--- config.mk ---
export PLATFORM = sky130hd
export DESIGN_NAME = sigdet_qual
export DESIGN_NICKNAME = d
export VERILOG_FILES = /design/src/rtl/sigdet_pkg.sv /design/src/rtl/sd_reset_sync.sv /design/src/rtl/sd_idle_timer.sv /design/src/rtl/sd_pulse_counter.sv /design/src/rtl/sd_state_ctl.sv /design/src/rtl/sigdet_qual.sv
export SDC_FILE = /design/constraint.sdc
export NUM_CORES = 1
export LEC_CHECK = 0
export BUFFER_PORTS_ARGS = -buffer_cell sky130_fd_sc_hd__clkbuf_2
export CAP_MARGIN = 20
export CORE_MARGIN = 3
export CORE_UTILIZATION = 50
export DETAILED_ROUTE_END_ITERATION = 8
export MAX_ROUTING_LAYER = met4
export PLACE_DENSITY_LB_ADDON = 0.12
export SLEW_MARGIN = 20
export SYNTH_ARGS = -nofsm -noshare
export SYNTH_HDL_FRONTEND = slang
export SYNTH_HIERARCHICAL = 1
export SYNTH_SLANG_ARGS = --single-unit
export TNS_END_PERCENT = 20
--- constraint.sdc ---
create_clock -name clk -period 0.8 [get_ports clk]
set_clock_uncertainty 0.15 [all_clocks]
set_input_delay 0 -clock clk [delete_from_list [all_inputs] [get_ports clk]]
set_output_delay 0 -clock clk [all_outputs]
set_load 0.01 [all_outputs]
--- src/rtl/sigdet_pkg.sv ---
package sigdet_pkg;
  typedef enum logic {
    ST_SQUELCH = 1'b0,
    ST_DETECT  = 1'b1
  } sd_state_e;
endpackage

--- src/rtl/sd_reset_sync.sv ---
module sd_reset_sync #(
  parameter int STAGES = 2
) (
  input  logic clk,
  input  logic rst_n,
  output logic rst_n_sync
);
  logic [STAGES-1:0] sync_q;

  always_ff @(posedge clk or negedge rst_n) begin
    if (!rst_n) sync_q <= '0;
    else        sync_q <= {sync_q[STAGES-2:0], 1'b1};
  end

  assign rst_n_sync = sync_q[STAGES-1];
endmodule

--- src/rtl/sd_idle_timer.sv ---
module sd_idle_timer #(
  parameter int LIMIT = 150
) (
  input  logic clk,
  input  logic rst_n,
  input  logic pulse_i,
  output logic expire_o
);
  localparam int W = $clog2(LIMIT + 1);
  localparam logic [W-1:0] LIM_V  = W'(LIMIT);
  localparam logic [W-1:0] LAST_V = W'(LIMIT - 1);

  logic [W-1:0] cnt_q, cnt_d;
  logic         cnt_en;

  // Restart on a pulse, otherwise count up and saturate at the limit.
  always_comb begin
    cnt_en = pulse_i || (cnt_q != LIM_V);
    cnt_d  = pulse_i ? '0 : cnt_q + 1'b1;
  end

  always_ff @(posedge clk or negedge rst_n) begin
    if (!rst_n)      cnt_q <= '0;
    else if (cnt_en) cnt_q <= cnt_d;
  end

  assign expire_o = !pulse_i && (cnt_q == LAST_V);

  p_timer_bound_r3: assert property (@(posedge clk) disable iff (!rst_n)
    cnt_q <= LIM_V);
  p_timer_restart_r9: assert property (@(posedge clk) disable iff (!rst_n)
    pulse_i |=> (cnt_q == '0));
endmodule

--- src/rtl/sd_pulse_counter.sv ---
module sd_pulse_counter #(
  parameter int QUAL = 2
) (
  input  logic clk,
  input  logic rst_n,
  input  logic pulse_i,
  input  logic clear_i,
  output logic last_o
);
  localparam int W = $clog2(QUAL + 1);
  localparam logic [W-1:0] QUAL_V = W'(QUAL);
  localparam logic [W-1:0] PRE_V  = W'(QUAL - 1);

  logic [W-1:0] cnt_q, cnt_d;
  logic         cnt_en;

  always_comb begin
    cnt_en = clear_i || (pulse_i && (cnt_q != QUAL_V));
    cnt_d  = clear_i ? '0 : cnt_q + 1'b1;
  end

  always_ff @(posedge clk or negedge rst_n) begin
    if (!rst_n)      cnt_q <= '0;
    else if (cnt_en) cnt_q <= cnt_d;
  end

  // Next valid pulse completes qualification.
  assign last_o = (cnt_q == PRE_V);

  p_count_bound_r1: assert property (@(posedge clk) disable iff (!rst_n)
    cnt_q <= QUAL_V);
  p_clear_wins_r6: assert property (@(posedge clk) disable iff (!rst_n)
    clear_i |=> (cnt_q == '0));
endmodule

--- src/rtl/sd_state_ctl.sv ---
module sd_state_ctl
  import sigdet_pkg::*;
(
  input  logic clk,
  input  logic rst_n,
  input  logic pulse_i,
  input  logic last_i,
  input  logic expire_i,
  input  logic manch_i,
  input  logic speed_100_i,
  output logic det_o,
  output logic thr_low_o,
  output logic cdr_rx_o
);
  sd_state_e state_q, state_d;
  logic      qualify, drop;

  always_comb begin
    qualify = pulse_i && last_i && (speed_100_i || manch_i);
    drop    = speed_100_i ? expire_i : !manch_i;
    state_d = state_q;
    unique case (state_q)
      ST_SQUELCH: if (qualify) state_d = ST_DETECT;
      ST_DETECT:  if (drop)    state_d = ST_SQUELCH;
      default:                 state_d = ST_SQUELCH;
    endcase
  end

  always_ff @(posedge clk or negedge rst_n) begin
    if (!rst_n) begin
      state_q   <= ST_SQUELCH;
      det_o     <= 1'b0;
      thr_low_o <= 1'b0;
      cdr_rx_o  <= 1'b0;
    end else begin
      state_q   <= state_d;
      det_o     <= (state_d == ST_DETECT);
      thr_low_o <= (state_d == ST_DETECT);
      cdr_rx_o  <= (state_d == ST_DETECT);
    end
  end

  p_rise_needs_pulse_r1: assert property (@(posedge clk) disable iff (!rst_n)
    $rose(det_o) |-> $past(pulse_i));
  p_fast_fall_timer_r3: assert property (@(posedge clk) disable iff (!rst_n)
    ($fell(det_o) && $past(speed_100_i)) |-> $past(expire_i));
  p_slow_fall_manch_r4: assert property (@(posedge clk) disable iff (!rst_n)
    ($fell(det_o) && !$past(speed_100_i)) |-> !$past(manch_i));
  p_slow_rise_manch_r8: assert property (@(posedge clk) disable iff (!rst_n)
    ($rose(det_o) && !$past(speed_100_i)) |-> $past(manch_i));
endmodule

--- src/rtl/sigdet_qual.sv ---
module sigdet_qual #(
  parameter int IDLE_CYCLES = 150,
  parameter int QUAL_PULSES = 2,
  parameter int SYNC_STAGES = 2
) (
  input  logic clk,
  input  logic rst_n,
  input  logic pulse_ok,
  input  logic manch_act,
  input  logic speed_100,
  output logic signal_detect,
  output logic thr_low_sel,
  output logic cdr_ref_rx
);
  logic rst_n_i;
  logic expire;
  logic last_pulse;

  sd_reset_sync #(.STAGES(SYNC_STAGES)) u_rst (
    .clk        (clk),
    .rst_n      (rst_n),
    .rst_n_sync (rst_n_i)
  );

  sd_idle_timer #(.LIMIT(IDLE_CYCLES)) u_timer (
    .clk      (clk),
    .rst_n    (rst_n_i),
    .pulse_i  (pulse_ok),
    .expire_o (expire)
  );

  sd_pulse_counter #(.QUAL(QUAL_PULSES)) u_count (
    .clk     (clk),
    .rst_n   (rst_n_i),
    .pulse_i (pulse_ok),
    .clear_i (expire || signal_detect),
    .last_o  (last_pulse)
  );

  sd_state_ctl u_ctl (
    .clk         (clk),
    .rst_n       (rst_n_i),
    .pulse_i     (pulse_ok),
    .last_i      (last_pulse),
    .expire_i    (expire),
    .manch_i     (manch_act),
    .speed_100_i (speed_100),
    .det_o       (signal_detect),
    .thr_low_o   (thr_low_sel),
    .cdr_rx_o    (cdr_ref_rx)
  );

  p_reset_quiet_r7: assert property (@(posedge clk)
    !rst_n_i |-> (!signal_detect && !thr_low_sel && !cdr_ref_rx));
endmodule

==> run_results.csv, run 1 <==
group,metric,value,unit
worst_hold_path,hp-class,"input port to flip-flop",
worst_setup_path,rr_worst_depth,5,
timing,min_period,1.94,ns
yosys,yosys.area.top_type,"dfrtp_1",
yosys,synth_ff_type,"dfrtp_1",
worst_hold_path,hold_path.startpoint,"speed_100",
floorplanning,die-area,1910,sq um
worst_setup_path,worstSetupStartpointType,"flip-flop",
routing,drc_errors,0,
yosys,synth-seq-cells,13,
final_layout,multi_input_area,440,sq um
global_routing,grt_first_pass_wirelength,3.14,mm
worst_setup_path,cp_slowest_cell,"or4b_1",
floorplanning,core-area,1220,sq um
routing,via_count,686,
worst_setup_path,crit_path_max_fanout,4,
global_routing,antenna_found_initial,0,
final_layout,n_antenna_cell,0,
clock_network,clk_latency,0.27,ns
floorplanning,fp.dieH,43.7,um
placed_design,dp_hpwl,1.18,mm
yosys,yosysWarnings,6,
worst_setup_path,slowest_delay,0.56,ns
power_and_ir_drop,ir_drop,1.40,mV
timing,slew_viol_final,0,
timing,rsz0062_at_grt,"true",
yosys,syn_inst,70,
timing,min_period_over_period,2.42,
yosys,synth_area,711,sq um
timing,setup_viol,14,
worst_setup_path,ff2ff_setup_slack,-1.14,ns
global_routing,first_global_vias,670,
worst_setup_path,r2r-start,"u_timer/cnt_q[0]",
timing,timing.final.hold_violations,6,
yosys,synth_edf_count,0,
routing,wl_per_cell,19.5,um
global_routing,grtUsageTotal,0.231,
yosys,syn-num-nets,80,
routing,vias_per_cell,6.07,
final_layout,fillers,57,
timing,hold_slack,-0.213,ns
placed_design,gp_congestion,0.806,
power_and_ir_drop,power_density,1900,nW/um^2
final_layout,area_growth,45.9,%
timing,fin_ws,-1.14,ns
worst_setup_path,crit_required,0.80,ns
routing,drt-total-wl,2.20,mm
clock_network,path_clk_slew,0.08,ns
worst_setup_path,worst_r2r_endpoint,"u_count/cnt_q[1]",
floorplanning,rows,12,
clock_network,cts_tree,"yes",
run_status,violations,"negative hold slack, negative setup slack",
floorplanning,start_util,0.584,
clock_network,cts_hold_buf,1,
global_routing,grt_start_max_net_pins,15,
yosys,synth_top_cell_area_share,0.458,
worst_setup_path,setup.worst_path.end_class,"flip-flop",
routing,wirelength_met1,815,um
clock_network,cts_buffers,3,
worst_hold_path,min_to,"u_ctl/state_q",
yosys,synth.top_cells.by_area,"dfrtp_1 46%, ha_1 8.8%, nor2_1 5.3%",
worst_setup_path,path_class,"flip-flop to flip-flop",
yosys,ys_seq_area_frac,0.458,
placed_design,io_buffer_count,7,
routing,drtPass1Iterations,5,
routing,dr_wl_met3,126,um
timing,max_freq,0.516,GHz
clock_network,cts_buffer_depth,2,
routing,drtAntennaViolNets,0,
timing,finalSetupTns,-10.21,ns
routing,drt_iter0_markers,27,
run_status,status,"finished with violations",
global_routing,grt_remaining_overflow,0,
final_layout,layout.nets,110,
yosys,ys_types,28,
worst_setup_path,arrival,1.94,ns
worst_hold_path,hold_depth,2,
clock_network,cts_root_buf,"clkbuf_4",
routing,top_layer,"met4",
routing,met2WireLength,1.13,mm
final_layout,utilization,0.853,
floorplanning,die_w,43.7,um
final_layout,drive_gt1_frac,0.505,
worst_setup_path,cp_cell_sequence,"ha_4 > nor4b_4 > or2_4 > or4b_1 > o31ai_1",
yosys,synthArstFlopShare,1.00,
final_layout,ff_latch_area,325,sq um
yosys,avgSynthCellArea,10.2,sq um
floorplanning,ios,8,
power_and_ir_drop,leakagePower,0.467,nW
clock_network,cts.htree.levels,1,
clock_network,cts_num_sinks,13,
job,drv_cap,0,
==> cells in the final DEF (no fill, tap or decap), types with 2 or more instances in the layout <==
cell,Yosys,final
inv_1,4,2
ha_1,5,2
clkbuf_4,0,3
dfrtp_1,13,13
clkbuf_2,0,7
o21ai_0,4,2
buf_4,2,16
mux2_4,2,2
nor2_1,10,9
buf_6,0,4
nand4_1,2,2
or3_1,4,3
ha_4,0,3
a21oi_2,0,2
a21oi_1,4,2
==> cell families (layout without fill, tap and decap cells) <==
logic type | count (synthesis) | in the layout | share of synthesized area
adder cells (fa/ha/maj) | 5 | 5 | 0.0880
AO/OA/AOI/OAI | 11 | 11 | 0.0898
multiplexers | 3 | 3 | 0.0581
XOR/XNOR | 1 | 1 | 0.0123
buffers and inverters | 7 | 36 | 0.0475
other | 1 | 1 | 0.00528
AND/OR/NAND/NOR | 29 | 29 | 0.241
flip-flops | 13 | 13 | 0.458
==> synthesized netlist by cell type, types with 2 or more instances <==
cell type  number
or3_1           4
inv_1           4
nand3_1         2
o21ai_0         4
dfrtp_1        13
a21oi_1         4
nor2_1         10
buf_4           2
mux2_4          2
ha_1            5
nand2_1         2
nand4_1         2
==> how the worst max path moves through the flow <==
stage / start / endpoint / cells after the start
after global placement: u_timer/cnt_q[6] / u_count/cnt_q[0] / 6
final: u_timer/cnt_q[0] / u_count/cnt_q[1] / 5
after floorplan: u_timer/cnt_q[1] / u_count/cnt_q[1] / 6
after CTS: u_timer/cnt_q[6] / u_count/cnt_q[0] / 6
after detailed placement: u_timer/cnt_q[6] / u_count/cnt_q[0] / 6
after global routing: u_timer/cnt_q[6] / u_count/cnt_q[0] / 6
==> routing by layer <==
metal / GRT usage / vias up
li1: - / 299
met1: 0.255 / 332
met2: 0.416 / 39
met3: 0.0373 / 16
met4: 0.0723 / 0
met5: - / -
==> through the flow <==
| step | power (mW) | setup slack, ns | area (sq um) | hold WS, ns | cells |
|---|---|---|---|---|---|
| after floorplan | 1.17 | -0.968 | 719 | -0.446 | 70 |
| after global placement | 1.39 | -0.956 | 896 | -0.365 | 107 |
| after detailed placement | 1.41 | -1.01 | 896 | -0.354 | 107 |
| after CTS | 1.87 | -1.02 | 990 | -0.212 | 112 |
| after global routing | 2.07 | -1.19 | 1040 | -0.194 | 113 |
| final | 1.97 | -1.14 | 1040 | -0.213 | 113 |
==> state kept, by name, indices dropped and copies added, names as in the netlist <==
register / flops
u_timer/cnt_q: 8
u_rst/sync_q: 2
u_ctl/state_q: 1
u_count/cnt_q: 2
==> power breakdown <==
part / total [mW] / internal, mW / switching [mW]
Sequential: 0.786 / 0.738 / 0.0473
Clock: 0.412 / 0.193 / 0.219
Combinational: 0.775 / 0.401 / 0.374
==> cell type report <==
| class | count | share of cell area |
|---|---|---|
| Inverter | 4 | 0.0169 |
| Timing Repair Buffer | 28 | 0.203 |
| Tap cell | 14 | 0.0169 |
| Multi-Input combinational cell | 50 | 0.425 |
| Sequential cell | 13 | 0.314 |
| Clock buffer | 4 | 0.0253 |
==> worst max-delay path: cells and delay by family (launching register included) <==
family,cells,cell delay (ns)
AO/OA/AOI/OAI,1,0.12
adder cells (fa/ha/maj),1,0.18
flip-flops,1,0.43
AND/OR/NAND/NOR,3,0.93
==> repair_timing <==
item	4_1_cts	5_1_grt
hold endpoints to repair	7	5
resized for setup	14	10
pin swaps	9	3
buffers inserted	0	1
gates cloned	0	0
setup endpoints to repair	14	14
Note: power is estimated with default switching activity, not from simulation.
==> inputs of run 2 (changes only) <==
- CORE_UTILIZATION: 50 -> 45
- CTS_BUF_LIST: default -> sky130_fd_sc_hd__clkbuf_16
- SKIP_LAST_GASP: default -> 1
==> run 2 against run 1 <==
Effect of this change:
- critical path type unchanged
- worst setup slack improved by 0.12 ns
- first-iteration DRC count decreased by 37%
- the flow still finishes with violations (negative hold slack, negative setup slack)
- register-to-register slack improved by 0.12 ns
- combinational power decreased by 21%
- final area decreased by 4.7%
==> run_results.csv, run 2 (synthesis gave the netlist of run 1 again) <==
group,metric,value,unit
power_and_ir_drop,p_seq_frac,0.339,
final_layout,finalNonFillerCells,112,
power_and_ir_drop,p_int,1.72,mW
final_layout,ff_latch_area,325,sq um
floorplanning,fp.dieH,45.7,um
clock_network,cts_hold_buf,1,
final_layout,reg_top3,"u_timer/cnt_q: 8 flops, u_count/cnt_q: 2 flops, u_rst/sync_q: 2 flops",
final_layout,multi_input_area,370,sq um
worst_setup_path,rr_worst_depth,6,
worst_setup_path,path_class,"flip-flop to flip-flop",
timing,slew_viol_final,0,
worst_setup_path,arrival,1.80,ns
worst_hold_path,hp-class,"input port to flip-flop",
floorplanning,start_util,0.514,
clock_network,clk_latency,0.24,ns
final_layout,n_antenna_cell,0,
power_and_ir_drop,leakagePower,0.476,nW
routing,wl_per_cell,14.1,um
floorplanning,core-area,1380,sq um
worst_setup_path,crit_path_max_fanout,4,
timing,rsz0062_at_grt,"true",
timing,min_period_over_period,2.28,
timing,min_period,1.82,ns
global_routing,antenna_found_initial,0,
timing,fin_ws,-1.02,ns
placed_design,dp_slack,-1.06,ns
timing,timing.final.hold_violations,5,
final_layout,fin_area,988,sq um
routing,drc_errors,0,
power_and_ir_drop,clkPwrFrac,0.398,
run_status,status,"finished with violations",
routing,drt_iter0_markers,17,
placed_design,gp_congestion,0.780,
clock_network,cts_num_sinks,13,
worst_setup_path,worstSetupStartpointType,"flip-flop",
worst_hold_path,hold_depth,2,
global_routing,grt_start_max_net_pins,15,
power_and_ir_drop,ir_drop,2.00,mV
job,drv_cap,0,
power_and_ir_drop,power_density,2360,nW/um^2
timing,setup_viol,14,
final_layout,layout_commonest_cell,"buf_4",
timing,hold_slack,-0.167,ns
clock_network,cts_buffer_depth,2,
global_routing,grt_first_pass_wirelength,2.66,mm
worst_setup_path,crit_required,0.77,ns
routing,vias_per_cell,5.26,
clock_network,cts_setup_buffers,0,
floorplanning,rows,13,
run_status,violations,"negative hold slack, negative setup slack",
global_routing,first_global_vias,604,
final_layout,layout_common_cells,"18 x buf_4, 13 x dfrtp_1, 10 x nor2_1",
clock_network,path_clk_slew,0.04,ns
routing,via_count,589,
floorplanning,die-area,2090,sq um
clock_network,cts_buffers,3,
worst_setup_path,setup.worst_path.end_class,"flip-flop",
final_layout,area_growth,39.1,%
placed_design,io_buffer_count,7,
placed_design,dp_hpwl,1.16,mm
power_and_ir_drop,combPwrFrac,0.263,
final_layout,fillers,98,
clock_network,cts_root_buf,"clkbuf_16",
routing,drt-total-wl,1.57,mm
placed_design,dp.cells,107,
global_routing,grtUsageTotal,0.193,
timing,max_freq,0.549,GHz
floorplanning,die_w,45.7,um
power_and_ir_drop,p_sw,0.614,mW
final_layout,largest_reg_flops,8,
clock_network,cts_tree,"yes",
final_layout,layout.nets,108,
floorplanning,ios,8,
power_and_ir_drop,swShare,0.263,
final_layout,drive_gt1_frac,0.381,
final_layout,top_register,"u_timer/cnt_q",
clock_network,cts.htree.levels,1,
routing,drtPass1Iterations,4,
routing,drtAntennaViolNets,0,
placed_design,dpl-instance-area,890,sq um
power_and_ir_drop,power.total,2.33,mW
global_routing,grt_remaining_overflow,0,
## run 2: routing by layer
layer | track usage | wire (um) | part of all wire
met2 | 0.315 | 796 | 0.51
met5 | - | 0 | 0
met4 | 0.0852 | 10 | 0.0064
met3 | 0.0474 | 63 | 0.040
met1 | 0.222 | 705 | 0.45
## run 2: power by group through the flow
stage	Combinational (mW)	Clock (mW)	Sequential, mW
final	0.613	0.928	0.790
after global routing	0.681	0.993	0.798
after CTS	0.611	0.951	0.791
after detailed placement	0.602	0	0.801
after global placement	0.583	0	0.790
after floorplan	0.338	0	0.833
## run 2: timing repair
item                                    CTS  global route
endpoints found under the hold margin     6             3
pin swaps                                 1             2
gates resized for setup                   0             2
endpoints found under the setup margin   14            14
## run 2: cell type report
cell class / count / share of cell area
clock buffers: 3 / 0.0759
clock inverters: 1 / 0.00380
inverters: 4 / 0.0152
multi-input cells: 50 / 0.375
flip-flops and latches: 13 / 0.329
well taps: 15 / 0.0190
repair buffers: 26 / 0.182
## run 2: path summary, 6_finish.rpt
path	start	endpoint	slack [ns]
setup / recovery	u_timer/cnt_q[6]	u_count/cnt_q[0]	-1.02
hold / removal	speed_100	u_ctl/state_q	-0.17
setup reg to reg	u_timer/cnt_q[6]	u_count/cnt_q[0]	-1.02
hold reg to reg	u_rst/sync_q[1]	u_ctl/state_q	0.01
max in group asynchronous	u_rst/sync_q[1]	u_timer/cnt_q[2]	0.33
min in group asynchronous	rst_n	u_rst/sync_q[0]	-0.08
## run 2: through the flow
stage | hold slack, ns | util | setup TNS, ns
floorplan | -0.446 | - | -6.85
global placement | -0.365 | 0.643 | -8.19
detailed placement | -0.363 | 0.643 | -8.54
CTS | -0.172 | 0.708 | -9.46
global route | -0.147 | 0.715 | -10.56
finish | -0.167 | 0.715 | -9.54
## run 2: critical path, cell delays in order (launching register included)
cell     delay (ns)
dfrtp_1        0.37
nor2_1         0.14
nand4_1        0.12
nor4b_2        0.26
or2_1          0.18
and2b_2        0.22
mux2_2         0.25
==> inputs of run 3 (changes only) <==
- REMOVE_ABC_BUFFERS: default -> 1
==> run 3 against run 2 <==
Effect of this change:
- the flow still finishes with violations (negative hold slack, negative setup slack)
- count of clock-buffer cells in the layout stayed put
- flip-flop and latch count stayed put
- core utilization grew 2.5 points
- clock power up 1%
- worst setup slack worse by 0.021 ns
- routed wire length grew 3.5%
- critical endpoint unchanged
- highest routed layer unchanged
==> run_results.csv, run 3 (synthesis gave the netlist of run 1 again) <==
group,metric,value,unit
final_layout,fillers,102,
final_layout,reg_top3,"u_timer/cnt_q: 8 flops, u_count/cnt_q: 2 flops, u_rst/sync_q: 2 flops",
final_layout,largest_reg_flops,8,
clock_network,cts_buffer_depth,2,
job,drv_cap,0,
timing,min_period,1.84,ns
routing,drt-total-wl,1.63,mm
run_status,status,"finished with violations",
worst_setup_path,critPathTopFamily,"simple AND/OR/NAND/NOR gates",
routing,drt_iter0_markers,15,
power_and_ir_drop,swShare,0.266,
global_routing,first_global_vias,701,
worst_setup_path,arrival,1.82,ns
power_and_ir_drop,clkPwrFrac,0.386,
final_layout,drive_gt1_frac,0.430,
worst_setup_path,setup.worst_path.end_class,"flip-flop",
final_layout,finalNonFillerCells,115,
worst_setup_path,crit_path_max_fanout,3,
worst_setup_path,cp_slowest_cell,"dfrtp_1",
final_layout,layout_common_cells,"20 x buf_4, 13 x dfrtp_1, 9 x nor2_1",
final_layout,top_register,"u_timer/cnt_q",
worst_setup_path,r2r-start,"u_timer/cnt_q[3]",
clock_network,path_clk_slew,0.05,ns
global_routing,grt_start_max_net_pins,15,
timing,min_period_over_period,2.30,
worst_setup_path,cp_cell_sequence,"nor2_2 > nand4_1 > nor4b_2 > or2_1 > and2b_2 > mux2_2",
power_and_ir_drop,p_seq_frac,0.324,
final_layout,layout_commonest_cell,"buf_4",
placed_design,dp_slack,-1.11,ns
timing,rsz0062_at_grt,"true",
routing,drtAntennaViolNets,0,
worst_setup_path,crit_required,0.77,ns
power_and_ir_drop,ir_drop,1.81,mV
placed_design,dp.cells,108,
final_layout,n_antenna_cell,0,
worst_setup_path,cp-startpoint,"u_timer/cnt_q[3]",
power_and_ir_drop,p_sw,0.646,mW
clock_network,clk_latency,0.24,ns
floorplanning,start_util,0.514,
timing,slew_viol_final,0,
worst_hold_path,hp-class,"input port to flip-flop",
floorplanning,die-area,2090,sq um
clock_network,cts_tree,"yes",
worst_setup_path,path_class,"flip-flop to flip-flop",
clock_network,cts_buffers,3,
global_routing,grtUsageTotal,0.225,
clock_network,cts_num_sinks,13,
timing,setup_viol,14,
clock_network,cts_root_buf,"clkbuf_16",
global_routing,antenna_found_initial,0,
worst_setup_path,worstSetupStartpointType,"flip-flop",
floorplanning,fp.dieH,45.7,um
floorplanning,rows,13,
global_routing,grt_remaining_overflow,0,
power_and_ir_drop,leakagePower,0.492,nW
routing,drc_errors,0,
floorplanning,core-area,1380,sq um
worst_setup_path,slowest_delay,0.38,ns
global_routing,grt_first_pass_wirelength,3.09,mm
timing,max_freq,0.543,GHz
clock_network,cts.htree.levels,1,
worst_hold_path,hold_path.startpoint,"speed_100",
timing,fin_ws,-1.04,ns
timing,hold_slack,-0.171,ns
placed_design,gp_congestion,0.770,
timing,timing.final.hold_violations,3,
routing,vias_per_cell,5.37,
timing,finalSetupTns,-9.32,ns
placed_design,io_buffer_count,7,
floorplanning,die_w,45.7,um
power_and_ir_drop,combPwrFrac,0.290,
power_and_ir_drop,power.total,2.43,mW
routing,via_count,617,
placed_design,dp_hpwl,1.11,mm
power_and_ir_drop,power_density,2380,nW/um^2
floorplanning,ios,8,
final_layout,area_growth,44.0,%
routing,drtPass1Iterations,4,
run_status,violations,"negative hold slack, negative setup slack",
clock_network,cts_hold_buf,1,
worst_setup_path,cp.buffers_inverters,0,
routing,wl_per_cell,14.2,um
final_layout,layout.nets,111,
power_and_ir_drop,p_int,1.79,mW
-- run 3: stage by stage --
stage               area [sq um]  hold WS (ns)   util
floorplan                    692        -0.446      -
global placement             901        -0.364  0.652
detailed placement           901        -0.361  0.652
CTS                         1050        -0.186  0.757
global route                1020        -0.155  0.740
finish                      1020        -0.171  0.740
-- run 3: power by group through the flow --
stage | clock network [mW] | registers [mW] | logic (mW)
finish | 0.938 | 0.788 | 0.706
global route | 0.982 | 0.797 | 0.784
CTS | 0.961 | 0.788 | 0.691
detailed placement | 0 | 0.797 | 0.664
global placement | 0 | 0.792 | 0.638
floorplan | 0 | 0.861 | 0.243
-- run 3: path summary, 6_finish.rpt --
check	end	slack (ns)	depth (start not counted)
max	u_count/cnt_q[0]	-1.04	6
min	u_ctl/state_q	-0.17	2
max reg2reg	u_count/cnt_q[0]	-1.04	6
min reg2reg	u_timer/cnt_q[2]	0.03	1
max in group asynchronous	u_timer/cnt_q[7]	0.36	1
min in group asynchronous	u_rst/sync_q[0]	-0.05	2
-- run 3: repair_timing --
item                                    4_1_cts  5_1_grt
resized for setup                             4        1
hold endpoints to repair                      3        3
buffers inserted                              6        1
pin swaps                                     6        4
endpoints found under the setup margin       14       14
-- run 3: final cells by class --
type                    instances  area, sq um  area share
multi-input cells              50          369       0.361
flip-flops and latches         13          325       0.318
repair buffers                 29          215       0.210
clock buffers                   3         75.1      0.0733
well taps                      15         18.8      0.0183
inverters                       4         15.0      0.0147
clock inverters                 1         5.00     0.00489
-- run 3: routing by layer --
| layer | up-vias | share of wire | global-route usage |
|---|---|---|---|
| li1 | 302 | - | - |
| met1 | 296 | 0.42 | 0.238 |
| met2 | 13 | 0.52 | 0.379 |
| met3 | 6 | 0.036 | 0.0711 |
| met4 | 0 | 0.028 | 0.102 |
| met5 | - | 0 | - |
